File: src/rtl/txsched_pkg.sv
package txsched_pkg;
    parameter int TAG_W = 16;

    typedef struct packed {
        logic             last;
        logic [TAG_W-1:0] tag;
    } desc_t;

    typedef enum logic [0:0] {
        ST_IDLE      = 1'b0,
        ST_WAIT_DONE = 1'b1
    } st_e;
endpackage

File: src/rtl/txsched_fifo.sv
module txsched_fifo #(
    parameter int DEPTH = 16,
    parameter int W     = 17
) (
    input  logic         clk,
    input  logic         rst_n,
    input  logic         push,
    input  logic         pop,
    input  logic [W-1:0] din,
    output logic [W-1:0] dout,
    output logic         empty,
    output logic         full
);
    localparam int AW = (DEPTH > 1) ? $clog2(DEPTH) : 1;
    localparam int CW = $clog2(DEPTH + 1);

    logic [W-1:0]  mem [DEPTH];
    logic [AW-1:0] rp, wp;
    logic [CW-1:0] cnt;

    function automatic logic [AW-1:0] step(input logic [AW-1:0] p);
        return (p == AW'(DEPTH - 1)) ? '0 : p + 1'b1;
    endfunction

    always_ff @(posedge clk or negedge rst_n) begin
        if (!rst_n) begin
            rp  <= '0;
            wp  <= '0;
            cnt <= '0;
        end else begin
            if (push) wp <= step(wp);
            if (pop)  rp <= step(rp);
            unique case ({push, pop})
                2'b10:   cnt <= cnt + 1'b1;
                2'b01:   cnt <= cnt - 1'b1;
                default: cnt <= cnt;
            endcase
        end
    end

    always_ff @(posedge clk) begin
        if (push) mem[wp] <= din;
    end

    assign dout  = mem[rp];
    assign empty = (cnt == '0);
    assign full  = (cnt == CW'(DEPTH));
endmodule

File: src/rtl/txsched_fsm.sv
module txsched_fsm
    import txsched_pkg::*;
(
    input  logic  clk,
    input  logic  rst_n,
    input  logic  tx_done,
    input  logic  in_urg,
    input  logic  in_std,
    input  logic  urg_empty,
    input  logic  std_empty,
    input  desc_t in_desc,
    input  desc_t urg_head,
    input  desc_t std_head,
    output logic  launch,
    output logic  pick_urg,
    output logic  issue_stb,
    output logic  issue_urgent,
    output desc_t issue_desc
);
    st_e   st, st_nx;
    logic  decide, urg_ok, std_ok;
    desc_t chosen;

    always_comb begin
        unique case (st)
            ST_IDLE:      decide = 1'b1;
            ST_WAIT_DONE: decide = tx_done;
        endcase
        urg_ok   = !urg_empty || in_urg;
        std_ok   = !std_empty || in_std;
        launch   = decide && (urg_ok || std_ok);
        pick_urg = urg_ok;
        if (pick_urg) chosen = urg_empty ? in_desc : urg_head;
        else          chosen = std_empty ? in_desc : std_head;
        st_nx = st;
        if (decide) st_nx = launch ? ST_WAIT_DONE : ST_IDLE;
    end

    always_ff @(posedge clk or negedge rst_n) begin
        if (!rst_n) st <= ST_IDLE;
        else        st <= st_nx;
    end

    always_ff @(posedge clk or negedge rst_n) begin
        if (!rst_n) begin
            issue_stb    <= 1'b0;
            issue_urgent <= 1'b0;
            issue_desc   <= '0;
        end else begin
            issue_stb <= launch;
            if (launch) begin
                issue_urgent <= pick_urg;
                issue_desc   <= chosen;
            end
        end
    end
endmodule

File: src/rtl/txsched_top.sv
module txsched_top
    import txsched_pkg::*;
#(
    parameter int FIFO_DEPTH = 16
) (
    input  logic             clk,
    input  logic             rst_n,
    input  logic             desc_valid,
    output logic             desc_ready,
    input  logic             desc_urgent,
    input  logic             desc_last,
    input  logic [TAG_W-1:0] desc_tag,
    output logic             issue_stb,
    output logic [TAG_W-1:0] issue_tag,
    output logic             issue_urgent,
    output logic             issue_last,
    input  logic             tx_done,
    output logic             std_full,
    output logic             std_empty,
    output logic             urg_full,
    output logic             urg_empty
);
    localparam int DW = $bits(desc_t);

    desc_t          in_desc, urg_head, std_head, issue_desc;
    logic [DW-1:0]  urg_dout, std_dout;
    logic           acc, in_urg, in_std, launch, pick_urg;
    logic           push_urg, pop_urg, push_std, pop_std;

    assign in_desc    = '{last: desc_last, tag: desc_tag};
    assign desc_ready = desc_urgent ? !urg_full : !std_full;
    assign acc        = desc_valid && desc_ready;
    assign in_urg     = acc && desc_urgent;
    assign in_std     = acc && !desc_urgent;

    // A descriptor taken straight to the transmitter is not stored.
    assign pop_urg  = launch && pick_urg && !urg_empty;
    assign push_urg = in_urg && !(launch && pick_urg && urg_empty);
    assign pop_std  = launch && !pick_urg && !std_empty;
    assign push_std = in_std && !(launch && !pick_urg && std_empty);

    assign urg_head = urg_dout;
    assign std_head = std_dout;

    txsched_fifo #(.DEPTH(FIFO_DEPTH), .W(DW)) i_urg_fifo (
        .clk(clk), .rst_n(rst_n), .push(push_urg), .pop(pop_urg),
        .din(in_desc), .dout(urg_dout), .empty(urg_empty), .full(urg_full)
    );

    txsched_fifo #(.DEPTH(FIFO_DEPTH), .W(DW)) i_std_fifo (
        .clk(clk), .rst_n(rst_n), .push(push_std), .pop(pop_std),
        .din(in_desc), .dout(std_dout), .empty(std_empty), .full(std_full)
    );

    txsched_fsm i_fsm (
        .clk(clk), .rst_n(rst_n), .tx_done(tx_done),
        .in_urg(in_urg), .in_std(in_std),
        .urg_empty(urg_empty), .std_empty(std_empty),
        .in_desc(in_desc), .urg_head(urg_head), .std_head(std_head),
        .launch(launch), .pick_urg(pick_urg),
        .issue_stb(issue_stb), .issue_urgent(issue_urgent),
        .issue_desc(issue_desc)
    );

    assign issue_tag  = issue_desc.tag;
    assign issue_last = issue_desc.last;
endmodule

File: config.mk
export PLATFORM = sky130hd
export DESIGN_NAME = txsched_top
export DESIGN_NICKNAME = d
export VERILOG_FILES = /design/src/rtl/txsched_pkg.sv /design/src/rtl/txsched_fifo.sv /design/src/rtl/txsched_fsm.sv /design/src/rtl/txsched_top.sv
export SDC_FILE = /design/constraint.sdc
export NUM_CORES = 1
export LEC_CHECK = 0
export ABC_AREA = 1
export BUFFER_PORTS_ARGS = -buffer_cell sky130_fd_sc_hd__clkbuf_2
export CORE_MARGIN = 1.5
export CORE_UTILIZATION = 43
export DETAILED_ROUTE_END_ITERATION = 6
export PLACE_DENSITY = 0.56
export SLEW_MARGIN = 20
export SYNTH_ARGS = -nofsm -noshare
export SYNTH_HDL_FRONTEND = slang
export SYNTH_HIERARCHICAL = 1
export SYNTH_SLANG_ARGS = --single-unit
File: constraint.sdc
create_clock -name clk -period 6.77 [get_ports clk]
set_input_delay 1.354 -clock clk [delete_from_list [all_inputs] [get_ports clk]]
set_output_delay 1.354 -clock clk [all_outputs]
set_load 0.03 [all_outputs]
==> results of run 1 <==
critical path, stage by stage (launching register included):
cell and delay [ns]:
dfrtp_1 0.42, nor2_1 0.12, nand2_1 0.08, nor2_2 0.67
nand2_2 0.18, nor2_2 0.20, nor2_4 0.11, nand2_1 0.11
nor2_1 0.05, nor2_1 0.66, inv_1 0.16, ha_1 0.33
nand2_1 0.08, inv_1 0.05, nor2_1 0.12, ha_1 0.16
inv_1 0.04, nand2_1 0.09, nand3_1 0.11, nand2_1 0.07
nand2_1 0.04, nand3_1 0.06, nand2_1 0.05
cells by family (layout without fill, tap and decap cells):
family	Yosys count	count (layout)	synth area share [%]
other	0	1	0
AOI/OAI and AO/OA	294	294	5.91
adders and majority gates	18	18	0.895
buffers and inverters	240	340	4.64
xor gates and xnor gates	4	4	0.139
DFF	590	590	69.5
and+or+nand+nor	1212	1212	18.9
metal layers:
| metal | GRT usage (%) | vias to the layer above | share of wire [%] |
|---|---|---|---|
| li1 | - | 8025 | - |
| met1 | 32.0 | 8077 | 44 |
| met2 | 34.1 | 601 | 45 |
| met3 | 3.03 | 126 | 6.6 |
| met4 | 9.88 | 0 | 4.4 |
| met5 | 0 | - | 0 |
layout make-up:
| class | instances | area share, % |
|---|---|---|
| inverter | 125 | 1.68 |
| sequential | 590 | 62.4 |
| multi-input combinational | 1528 | 23.2 |
| timing repair buffer | 103 | 2.36 |
| tap | 765 | 3.41 |
| antenna | 1 | 0.00892 |
| clock inverter | 32 | 1.03 |
| clock buffer | 80 | 5.88 |
report_power, final:
| part | internal [uW] | switching, uW |
|---|---|---|
| registers | 4270 | 267 |
| logic | 1180 | 3040 |
| clock network | 1890 | 1380 |
through the flow:
step	std cells	hold slack, ns	area, sq um
after floorplan	2358	0.476	25200
after global placement	3111	0.461	26100
after detailed placement	3111	0.467	26100
after CTS	3223	0.483	28000
after global routing	3223	0.500	28000
final	3224	0.474	28000
flip-flops by register name, indices dropped and copies added (netlist names), 4 cells and up:
| register | cells |
|---|---|
| i_std_fifo/mem | 272 |
| i_std_fifo/cnt | 5 |
| i_urg_fifo/wp | 4 |
| i_fsm/issue_desc | 17 |
| i_urg_fifo/rp | 4 |
| i_std_fifo/rp | 4 |
| i_std_fifo/wp | 4 |
| i_urg_fifo/mem | 272 |
| i_urg_fifo/cnt | 5 |
final timing paths:
kind / from / endpoint / slack (ns)
min in group asynchronous: rst_n / i_std_fifo/cnt[3] / 0.86
worst min register to register: i_fsm/issue_urgent / i_fsm/issue_urgent / 0.47
worst max-delay path: i_std_fifo/cnt[2] / i_urg_fifo/cnt[4] / 2.70
worst min-delay path: i_fsm/issue_urgent / i_fsm/issue_urgent / 0.47
max in group asynchronous: rst_n / i_std_fifo/rp[0] / 5.37
worst max register to register: i_std_fifo/cnt[2] / i_urg_fifo/cnt[4] / 2.70
layout by cell type, fill, tap and decap left out, types with 3 or more instances in the layout:
cell / instances
nor2_1: 595
bufinv_16: 5
ha_1: 18
clkbuf_8: 3
inv_1: 102
dfrtp_1: 42
clkbuf_16: 62
nor2_2: 4
edfxtp_1: 544
nand4_1: 4
nand2_1: 462
nand3_1: 142
inv_2: 17
o21ai_0: 241
clkbuf_2: 45
buf_4: 58
clkinv_1: 19
clkinv_2: 10
o21ai_1: 48
clkbuf_1: 15
==> parameters.txt, run 1 <==
Parameter                              Value

STA
  Final Hold Viols ... 0
  Share of the cycle needed by the critical path after routing ... 60.1%
  Achievable frequency ... 246 MHz
  Max_slew headroom ... 29.6%
  Accumulated negative setup slack ... 0 ns
  Total setup violations reported at the end of the flow ... 0
  Clk_skew ... 0.0278 ns
  Minimum setup slack in the final design ... 2.70 ns
  Measured slew at the worst slew-check pin ... 1.06 ns
  Pins Over Slew Limit ... 0
  Shortest clock period the worst path allows after layout ... 4.07 ns
  Setup repair after global routing missed its margin ... false

Detailed routing
  Via-per-instance ratio ... 5.22
  Wire length per cell after detailed routing ... 20.6 um
  Aggregate routed wire length ... 66,500 um
  First-iteration detailed-routing DRC count ... 1,544
  First drt pass iteration count ... 7
  Final routed DRC violation total ... 0
  Via total after detailed routing ... 16,829
  Post-route antenna net violation count ... 0

Synth
  Post-synthesis async set-or-reset flop share ... 7.80%
  Share of the synthesized area in the top cell type ... 64.9%
  Mapped Nets ... 2,398
  Most common cell in the netlist ... nor2_1
  Number of flip-flops and latches in the synthesized netlist ... 590
  Number of distinct library cell variants in the gate-level netlist after synthesis ... 28
  Number of instances in the synthesized netlist ... 2,358
  Cell types with the largest area share after synthesis ... edfxtp_1 (65%), nor2_1 (8.9%), nand2_1 (6.9%)
  Per-instance average area after synthesis ... 10.7 sq um
  Number of flops mapped to enable cells by yosys ... 544
  Most frequent cells after synthesis ... nor2_1 (596), edfxtp_1 (544), nand2_1 (462)
  Yosys synthesis warning count ... 6
  Top cell type by total area after synthesis ... edfxtp_1
  Proportion of synthesized chip area in sequential cells ... 69.5%
  Dominant synthesized flop cell ... edfxtp_1
  Area of the mapped netlist ... 0.0252 sq mm

Clocking
  Cell chosen for the clock root ... clkbuf_16
  CTS buffer count ... 60
  Clock tree from TritonCTS ... done
  Clock tree sinks ... 590
  Gates resized, CTS repair ... 0
  Number of buffers inserted by hold repair at cts ... 0
  Worst-Skew Late Latency ... 0.62 ns
  Number of post-CTS setup repair buffers ... 0
  Clock H-tree levels ... 2
  Clock transition at the register clock pins on the worst setup and hold paths after CTS ... 0.06 ns
  Clock tree buffer depth ... 3

Critical path
  WP data required ... 7.28 ns
  Worst Path Max Fanout ... 22
  Logic depth of the worst register-to-register path ... 22
  Type of the worst setup path ... reg -> reg
  Critical Path Sink Type ... flip-flop
  Kind of launch point of the worst setup path ... flip-flop
  Signal arrival time at the worst endpoint ... 4.58 ns

Place
  Final weighted congestion in routability-driven placement ... 0.935
  Half-perimeter wire length after detailed placement ... 39,300 um
  Number of port buffers ... 45
  Post-placement worst setup slack ... 2.24 ns

Final layout
  Number of nets in the layout ... 2,448
  Synth-to-Final Area Change ... 11.4%
  Final core utilization ... 48.5%
  Area used by multi-input combinational logic ... 0.00652 sq mm
  Sequential Area ... 0.0175 sq mm
  Filler Cell Count ... 5,283
  Layout cell share with drive strength beyond 1 ... 8.79%

Global routing
  Number of antenna violations at the first check in global routing ... 0
  GR Util All Layers ... 22.3%
  Total congestion overflow ... 0
  Pin count of the biggest net entering global routing ... 89
  Vias in the first global route ... 16,346
  First-pass GRT wire length ... 100,000 um

Hold path
  Kind of path behind the tightest hold check ... reg -> reg
  Number of cells traversed by the worst hold path ... 2

Status
  Outcome ... finished clean

Floorplan
  Row cnt ... 88
  Starting utilization of the core area ... 43.5%
  Total die area ... 0.0600 sq mm
  Placeable core region ... 0.0578 sq mm
  I/O pin cnt ... 46
  DIE WIDTH ... 245 um
  Die Span Y ... 245 um

Power and ir drop
  Leak Pwr ... 0.0106 uW
  Cell area power density ... 429 mW/mm^2
  Worst VDD drop ... 0.000353 V
  Sum of internal, switching and leakage power ... 12,000 uW

Run
  Max Cap Violations ... 0
Note: power is estimated with default switching activity, not from simulation.
==> run 2: changes to the inputs <==
--- a/config.mk
+++ b/config.mk
@@ -5,12 +5,12 @@
 export SDC_FILE = /design/constraint.sdc
 export NUM_CORES = 1
 export LEC_CHECK = 0
-export ABC_AREA = 1
+export ABC_AREA = 0
 export BUFFER_PORTS_ARGS = -buffer_cell sky130_fd_sc_hd__clkbuf_2
 export CORE_MARGIN = 1.5
 export CORE_UTILIZATION = 43
 export DETAILED_ROUTE_END_ITERATION = 6
-export PLACE_DENSITY = 0.56
+export PLACE_DENSITY = 0.58
 export SLEW_MARGIN = 20
 export SYNTH_ARGS = -nofsm -noshare
 export SYNTH_HDL_FRONTEND = slang
==> constraint.sdc (replaced) <==
create_clock -name clk -period 3.3 [get_ports clk]
set_input_delay 0.66 -clock clk [delete_from_list [all_inputs] [get_ports clk]]
set_output_delay 0.66 -clock clk [all_outputs]
set_load 0.03 [all_outputs]
==> parameters.txt, run 2 <==
Parameter                              Value

Synth
  Proportion of synthesized chip area in sequential cells ... 74.6%
  Most frequent cells after synthesis ... edfxtp_1 (544), mux4_2 (136), nor2_1 (89)
  Dominant synthesized flop cell ... edfxtp_1
  Share of the synthesized area in the top cell type ... 69.7%
  Yosys synthesis warning count ... 6
  Number of instances in the synthesized netlist ... 1,205
  Cell types with the largest area share after synthesis ... edfxtp_1 (70%), mux4_2 (13%), dfrtp_1 (4.9%)
  Per-instance average area after synthesis ... 19.5 sq um
  Number of distinct library cell variants in the gate-level netlist after synthesis ... 43
  Top cell type by total area after synthesis ... edfxtp_1
  Area of the mapped netlist ... 0.0235 sq mm
  Most common cell in the netlist ... edfxtp_1
  Number of flops mapped to enable cells by yosys ... 544
  Number of flip-flops and latches in the synthesized netlist ... 590
  Mapped Nets ... 1,245
  Post-synthesis async set-or-reset flop share ... 7.80%

Detailed routing
  Via total after detailed routing ... 11,827
  First-iteration detailed-routing DRC count ... 1,093
  First drt pass iteration count ... 6
  Post-route antenna net violation count ... 0
  Aggregate routed wire length ... 54,100 um
  Final routed DRC violation total ... 0
  Wire length per cell after detailed routing ... 26.3 um
  Via-per-instance ratio ... 5.74

Critical path
  Kind of launch point of the worst setup path ... flip-flop
  WP data required ... 3.85 ns
  Signal arrival time at the worst endpoint ... 3.66 ns
  Critical Path Sink Type ... flip-flop
  Type of the worst setup path ... reg -> reg
  Worst Path Max Fanout ... 8

STA
  Measured slew at the worst slew-check pin ... 0.938 ns
  Accumulated negative setup slack ... 0 ns
  Achievable frequency ... 321 MHz
  Clk_skew ... 0.0160 ns
  Pins Over Slew Limit ... 0
  Final Hold Viols ... 0
  Worst-case hold slack ... 0.154 ns
  Max_slew headroom ... 37.5%
  Share of the cycle needed by the critical path after routing ... 94.5%
  Shortest clock period the worst path allows after layout ... 3.12 ns
  Total setup violations reported at the end of the flow ... 0
  Setup repair after global routing missed its margin ... false

Final layout
  Synth-to-Final Area Change ... 16.3%
  Number of nets in the layout ... 1,355
  Diodes inserted ... 0
  Biggest regs ... i_std_fifo/mem x272, i_urg_fifo/mem x272, i_fsm/issue_desc x17
  Filler Cell Count ... 4,305
  Layout cell share with drive strength beyond 1 ... 30.4%
  Highest-count cells in the layout ignoring fill and taps ... edfxtp_1 (544), mux4_2 (136), o22ai_1 (68), clkbuf_16 (59), nor2_1 (59)
  Most frequent standard cell in the layout excluding fill and tap cells ... edfxtp_1

Clocking
  Cell chosen for the clock root ... clkbuf_16
  CTS buffer count ... 59
  Number of post-CTS setup repair buffers ... 0
  Clock transition at the register clock pins on the worst setup and hold paths after CTS ... 0.07 ns
  Gates resized, CTS repair ... 0
  Number of buffers inserted by hold repair at cts ... 0
  Clock tree buffer depth ... 3
  Clock tree from TritonCTS ... done
  Worst-Skew Late Latency ... 0.62 ns
  Clock tree sinks ... 590
  Clock H-tree levels ... 2

Power and ir drop
  Leak Pwr ... 0.00888 uW
  Cell area power density ... 797 mW/mm^2
  Worst VDD drop ... 0.000491 V

Global routing
  First-pass GRT wire length ... 80,400 um
  Vias in the first global route ... 12,019
  Pin count of the biggest net entering global routing ... 39
  Number of antenna violations at the first check in global routing ... 1
  GR Util All Layers ... 19.8%
  Total congestion overflow ... 0

Floorplan
  Die Span Y ... 237 um
  DIE WIDTH ... 237 um
  Total die area ... 0.0559 sq mm
  Row cnt ... 85
  I/O pin cnt ... 46
  Placeable core region ... 0.0538 sq mm
  Starting utilization of the core area ... 43.6%

Place
  Half-perimeter wire length after detailed placement ... 33,500 um
  Final weighted congestion in routability-driven placement ... 0.846
  Number of port buffers ... 45

Hold path
  Kind of path behind the tightest hold check ... in -> async

Run
  Max Cap Violations ... 0

Status
  Outcome ... finished clean
-- run 2: cell types whose count changed in the layout (fill, tap and decap cells not counted), moves of 22 or more --
cell / delta
nor2_1: -536
nand2_1: -432
o21ai_0: -201
mux4_2: +136
nand3_1: -134
inv_1: -81
o22ai_1: +68
o21ai_1: -42
buf_12: +33
nor2_2: +22
-- run 2: power by group --
group | switching [uW] | internal, uW | total, uW
Sequential | 619 | 8740 | 9360
Clock | 2790 | 3900 | 6680
Combinational | 3230 | 2460 | 5690
-- run 2: layout make-up --
type | count | area, sq um | share of cell area (%)
sequential | 590 | 17500 | 64.1
tap | 696 | 871 | 3.19
inverter | 24 | 97.6 | 0.358
multi-input combinational | 514 | 5640 | 20.7
timing repair buffer | 126 | 1250 | 4.57
clock buffer | 74 | 1560 | 5.73
clock inverter | 36 | 365 | 1.34
-- run 2: worst max-delay path, cell delays in order, from the launching register on --
cell      delay (ns)
dfrtp_1         0.43
nor2_1          0.09
and3_4          0.18
nor3b_2         0.21
and4bb_1        0.23
or2_1           0.28
inv_4           0.10
nand3b_1        0.08
and2_1          0.19
inv_4           0.08
ha_4            0.18
xor2_1          0.16
ha_2            0.21
or2_1           0.10
a31oi_1         0.07
o31ai_1         0.28
xor2_1          0.17
-- run 2: path summary, 6_finish.rpt --
check,end,cells after the start,start,slack (ns)
min in group clk,i_fsm/st,3,tx_done,0.35
max in group asynchronous,i_std_fifo/wp[3],2,rst_n,2.35
setup reg to reg,i_std_fifo/cnt[4],16,i_std_fifo/cnt[0],0.18
hold reg to reg,i_fsm/st,2,i_fsm/st,0.50
hold / removal,i_urg_fifo/wp[3],1,rst_n,0.15
setup / recovery,i_std_fifo/cnt[4],16,i_std_fifo/cnt[0],0.18
-- run 2: metrics by stage --
| step | total power [uW] | setup WS, ns | util, % | instances | area [sq um] |
|---|---|---|---|---|---|
| CTS | 21900 | 0.118 | 50.7 | 2060 | 27300 |
| global route | 22600 | 0.000685 | 50.7 | 2060 | 27300 |
| global placement | 15200 | 0.182 | 47.1 | 1950 | 25300 |
| detailed placement | 15300 | 0.117 | 47.1 | 1950 | 25300 |
| floorplan | 13500 | -0.286 | - | 1205 | 23700 |
| finish | 21700 | 0.181 | 50.7 | 2060 | 27300 |
-- run 2: kinds of logic (layout without fill, tap and decap cells) --
logic type | count (synthesis) | count (layout) | synth area share, %
AO/OA/AOI/OAI | 164 | 164 | 4.72
XOR/XNOR | 16 | 16 | 0.598
adder cells (fa/ha/maj) | 18 | 18 | 0.960
buffers and inverters | 101 | 260 | 2.36
flip-flops | 590 | 590 | 74.6
multiplexers | 143 | 143 | 13.4
AND/OR/NAND/NOR | 173 | 173 | 3.41
-- run 2: metal layers --
layer	track usage (%)	part of all wire [%]
met1	29.1	45
met3	2.49	5.1
met4	5.54	1.9
met5	0	0
met2	31.2	48
==> run 3: changes to the inputs <==
--- a/config.mk
+++ b/config.mk
@@ -10,7 +10,7 @@
 export CORE_MARGIN = 1.5
 export CORE_UTILIZATION = 43
 export DETAILED_ROUTE_END_ITERATION = 6
-export PLACE_DENSITY = 0.58
+export PLACE_DENSITY = 0.56
 export SLEW_MARGIN = 20
 export SYNTH_ARGS = -nofsm -noshare
 export SYNTH_HDL_FRONTEND = slang
==> constraint.sdc (replaced) <==
create_clock -name clk -period 3 [get_ports clk]
set_input_delay 0.6 -clock clk [delete_from_list [all_inputs] [get_ports clk]]
set_output_delay 0.6 -clock clk [all_outputs]
set_load 0.03 [all_outputs]
==> parameters.txt, run 3 (synthesis results as in run 2) <==
Parameter                              Value

Clocking
  Cell chosen for the clock root ... clkbuf_16
  CTS buffer count ... 59
  Clock tree buffer depth ... 3
  Clock tree sinks ... 590
  Clock H-tree levels ... 2
  Worst-Skew Late Latency ... 0.61 ns
  Clock transition at the register clock pins on the worst setup and hold paths after CTS ... 0.06 ns
  Clock tree from TritonCTS ... done

STA
  Pins Over Slew Limit ... 0
  Total setup violations reported at the end of the flow ... 0
  Final Hold Viols ... 0
  Max_slew headroom ... 47.8%
  Setup repair after global routing missed its margin ... true
  Shortest clock period the worst path allows after layout ... 2.88 ns
  Worst-case hold slack ... 0.0130 ns
  Accumulated negative setup slack ... 0 ns
  Achievable frequency ... 347 MHz
  Share of the cycle needed by the critical path after routing ... 96.0%
  Clk_skew ... 0.0112 ns
  Minimum setup slack in the final design ... 0.121 ns
  Measured slew at the worst slew-check pin ... 0.783 ns

Power and ir drop
  Combinational power share ... 28.0%
  Switching power share of the total ... 30.7%
  Internal Power ... 16,800 uW
  Cell area power density ... 876 mW/mm^2
  Leak Pwr ... 0.00910 uW
  Worst VDD drop ... 0.000613 V
  Relative contribution of sequential cells to total power ... 41.9%
  Part of the total power dissipated in the clock network ... 30.1%
  Switching power summed over all nets ... 7430 uW

Critical path
  Critical Path Sink Type ... flip-flop
  Logic depth of the worst register-to-register path ... 15
  Launch instance of the worst register-to-register path ... i_urg_fifo/cnt[3]
  R2r setup slk ... 0.12 ns
  Worst Setup SP ... i_urg_fifo/cnt[3]
  Kind of launch point of the worst setup path ... flip-flop
  WP data required ... 3.54 ns
  Signal arrival time at the worst endpoint ... 3.42 ns
  Worst Path Max Fanout ... 5
  Type of the worst setup path ... reg -> reg
  Endpoint of the most critical register-to-register path ... i_urg_fifo/cnt[4]

Final layout
  Filler Cell Count ... 4,277
  Non-filler cells in the finished layout ... 2,105
  Synth-to-Final Area Change ... 17.8%
  Biggest regs ... i_std_fifo/mem x272, i_urg_fifo/mem x272, i_fsm/issue_desc x17
  Highest-count cells in the layout ignoring fill and taps ... edfxtp_1 (544), mux4_2 (136), buf_4 (95), o22ai_1 (68), clkbuf_16 (60)
  Most frequent standard cell in the layout excluding fill and tap cells ... edfxtp_1
  Number of nets in the layout ... 1,398
  Layout cell share with drive strength beyond 1 ... 32.9%
  Diodes inserted ... 0

Global routing
  Total congestion overflow ... 0
  Grt peak-use layer ... met2
  GRT met2 Usage ... 30.5%
  First-pass GRT wire length ... 80,300 um
  GR Util All Layers ... 19.9%
  Vias in the first global route ... 12,029
  GR Layer Usage met3 ... 3.89%
  Pin count of the biggest net entering global routing ... 41
  GR Util met1 ... 29.5%
  Number of antenna violations at the first check in global routing ... 2

Place
  Half-perimeter wire length after detailed placement ... 34,500 um
  Post-placement worst setup slack ... -0.0316 ns
  Final weighted congestion in routability-driven placement ... 0.793
  Number of port buffers ... 45
  Placed cell count ... 1,983

Detailed routing
  Aggregate routed wire length ... 54,800 um
  Via-per-instance ratio ... 5.66
  First drt pass iteration count ... 5
  Final routed DRC violation total ... 0
  Post-route antenna net violation count ... 0
  Wire length per cell after detailed routing ... 26.0 um
  First-iteration detailed-routing DRC count ... 1,164
  Via total after detailed routing ... 11,909

Floorplan
  Total die area ... 0.0559 sq mm
  I/O pin cnt ... 46
  DIE WIDTH ... 237 um
  Die Span Y ... 237 um
  Row cnt ... 85
  Placeable core region ... 0.0538 sq mm
  Starting utilization of the core area ... 43.6%

Status
  Outcome ... finished clean

Run
  Max Cap Violations ... 0

Hold path
  Kind of path behind the tightest hold check ... in -> async
-- run 3: cell types whose count changed in the layout (fill, tap and decap cells not counted), sizes merged --
cell,delta
buf,+43
bufinv,-1
clkbuf,+1
clkinv,+5
inv,-3
-- run 3: layer usage --
layer  vias up  share of wire, %
met3        63               5.6
met1      6300                46
met2       320                47
met5         -                 0
li1       5226                 -
met4         0               1.8
-- run 3: layout make-up --
cell class                      count  area [sq um]  area share, %
Tap cell                          696           871           3.15
Inverter                           24          97.6          0.353
Sequential cell                   590         17500           63.3
Multi-Input combinational cell    514          5710           20.7
Clock buffer                       75          1580           5.71
Timing Repair Buffer              169          1520           5.50
Clock inverter                     37           347           1.25
-- run 3: power by group through the flow --
stage	sequential, uW	combinational (uW)	clock (uW)
after CTS	10100	6770	7450
after global placement	10300	6700	0
after detailed placement	10300	6740	0
after global routing	10200	7280	7760
after floorplan	10200	4580	0
final	10100	6780	7270
-- run 3: worst max path at each step --
stage                     depth (start not counted)  slack (ns)                 to
final                                            15        0.12  i_urg_fifo/cnt[4]
after global routing                             15       -0.09  i_urg_fifo/cnt[4]
after CTS                                        15       0.009  i_urg_fifo/cnt[4]
after detailed placement                         14       -0.03  i_urg_fifo/cnt[4]
after global placement                           16      -0.002  i_std_fifo/cnt[4]
after floorplan                                  22       -0.59  i_urg_fifo/cnt[4]
-- run 3: critical path, stage by stage, from the launching register on --
cell and delay [ns]:
dfrtp_1 0.40, nor2_2 0.14, and3_4 0.23, nor2_2 0.04
and4bb_1 0.28, or2_4 0.15, inv_4 0.05, a311oi_4 0.29
inv_4 0.06, ha_4 0.18, xor2_1 0.17, ha_2 0.22
or2_1 0.11, a31oi_1 0.06, o31ai_1 0.28, xor2_1 0.16
-- run 3: timing repair --
action | 4_1_cts | 5_1_grt
pin swaps | 2 | 17
gates cloned | 0 | 0
hold buffers | 0 | 0
resized for setup | 3 | 12
setup buffers | 1 | 9
endpoints found under the setup margin | 18 | 178
-- run 3: through the flow --
| stage | cell area [sq um] | utilization [%] | total power, uW |
|---|---|---|---|
| 3_5_place_dp | 25500 | 47.5 | 17000 |
| 5_1_grt | 27600 | 51.3 | 25200 |
| 2_1_floorplan | 23700 | - | 14800 |
| 3_3_place_gp | 25500 | 47.5 | 17000 |
| 6_report | 27600 | 51.3 | 24200 |
| 4_1_cts | 27500 | 51.1 | 24400 |
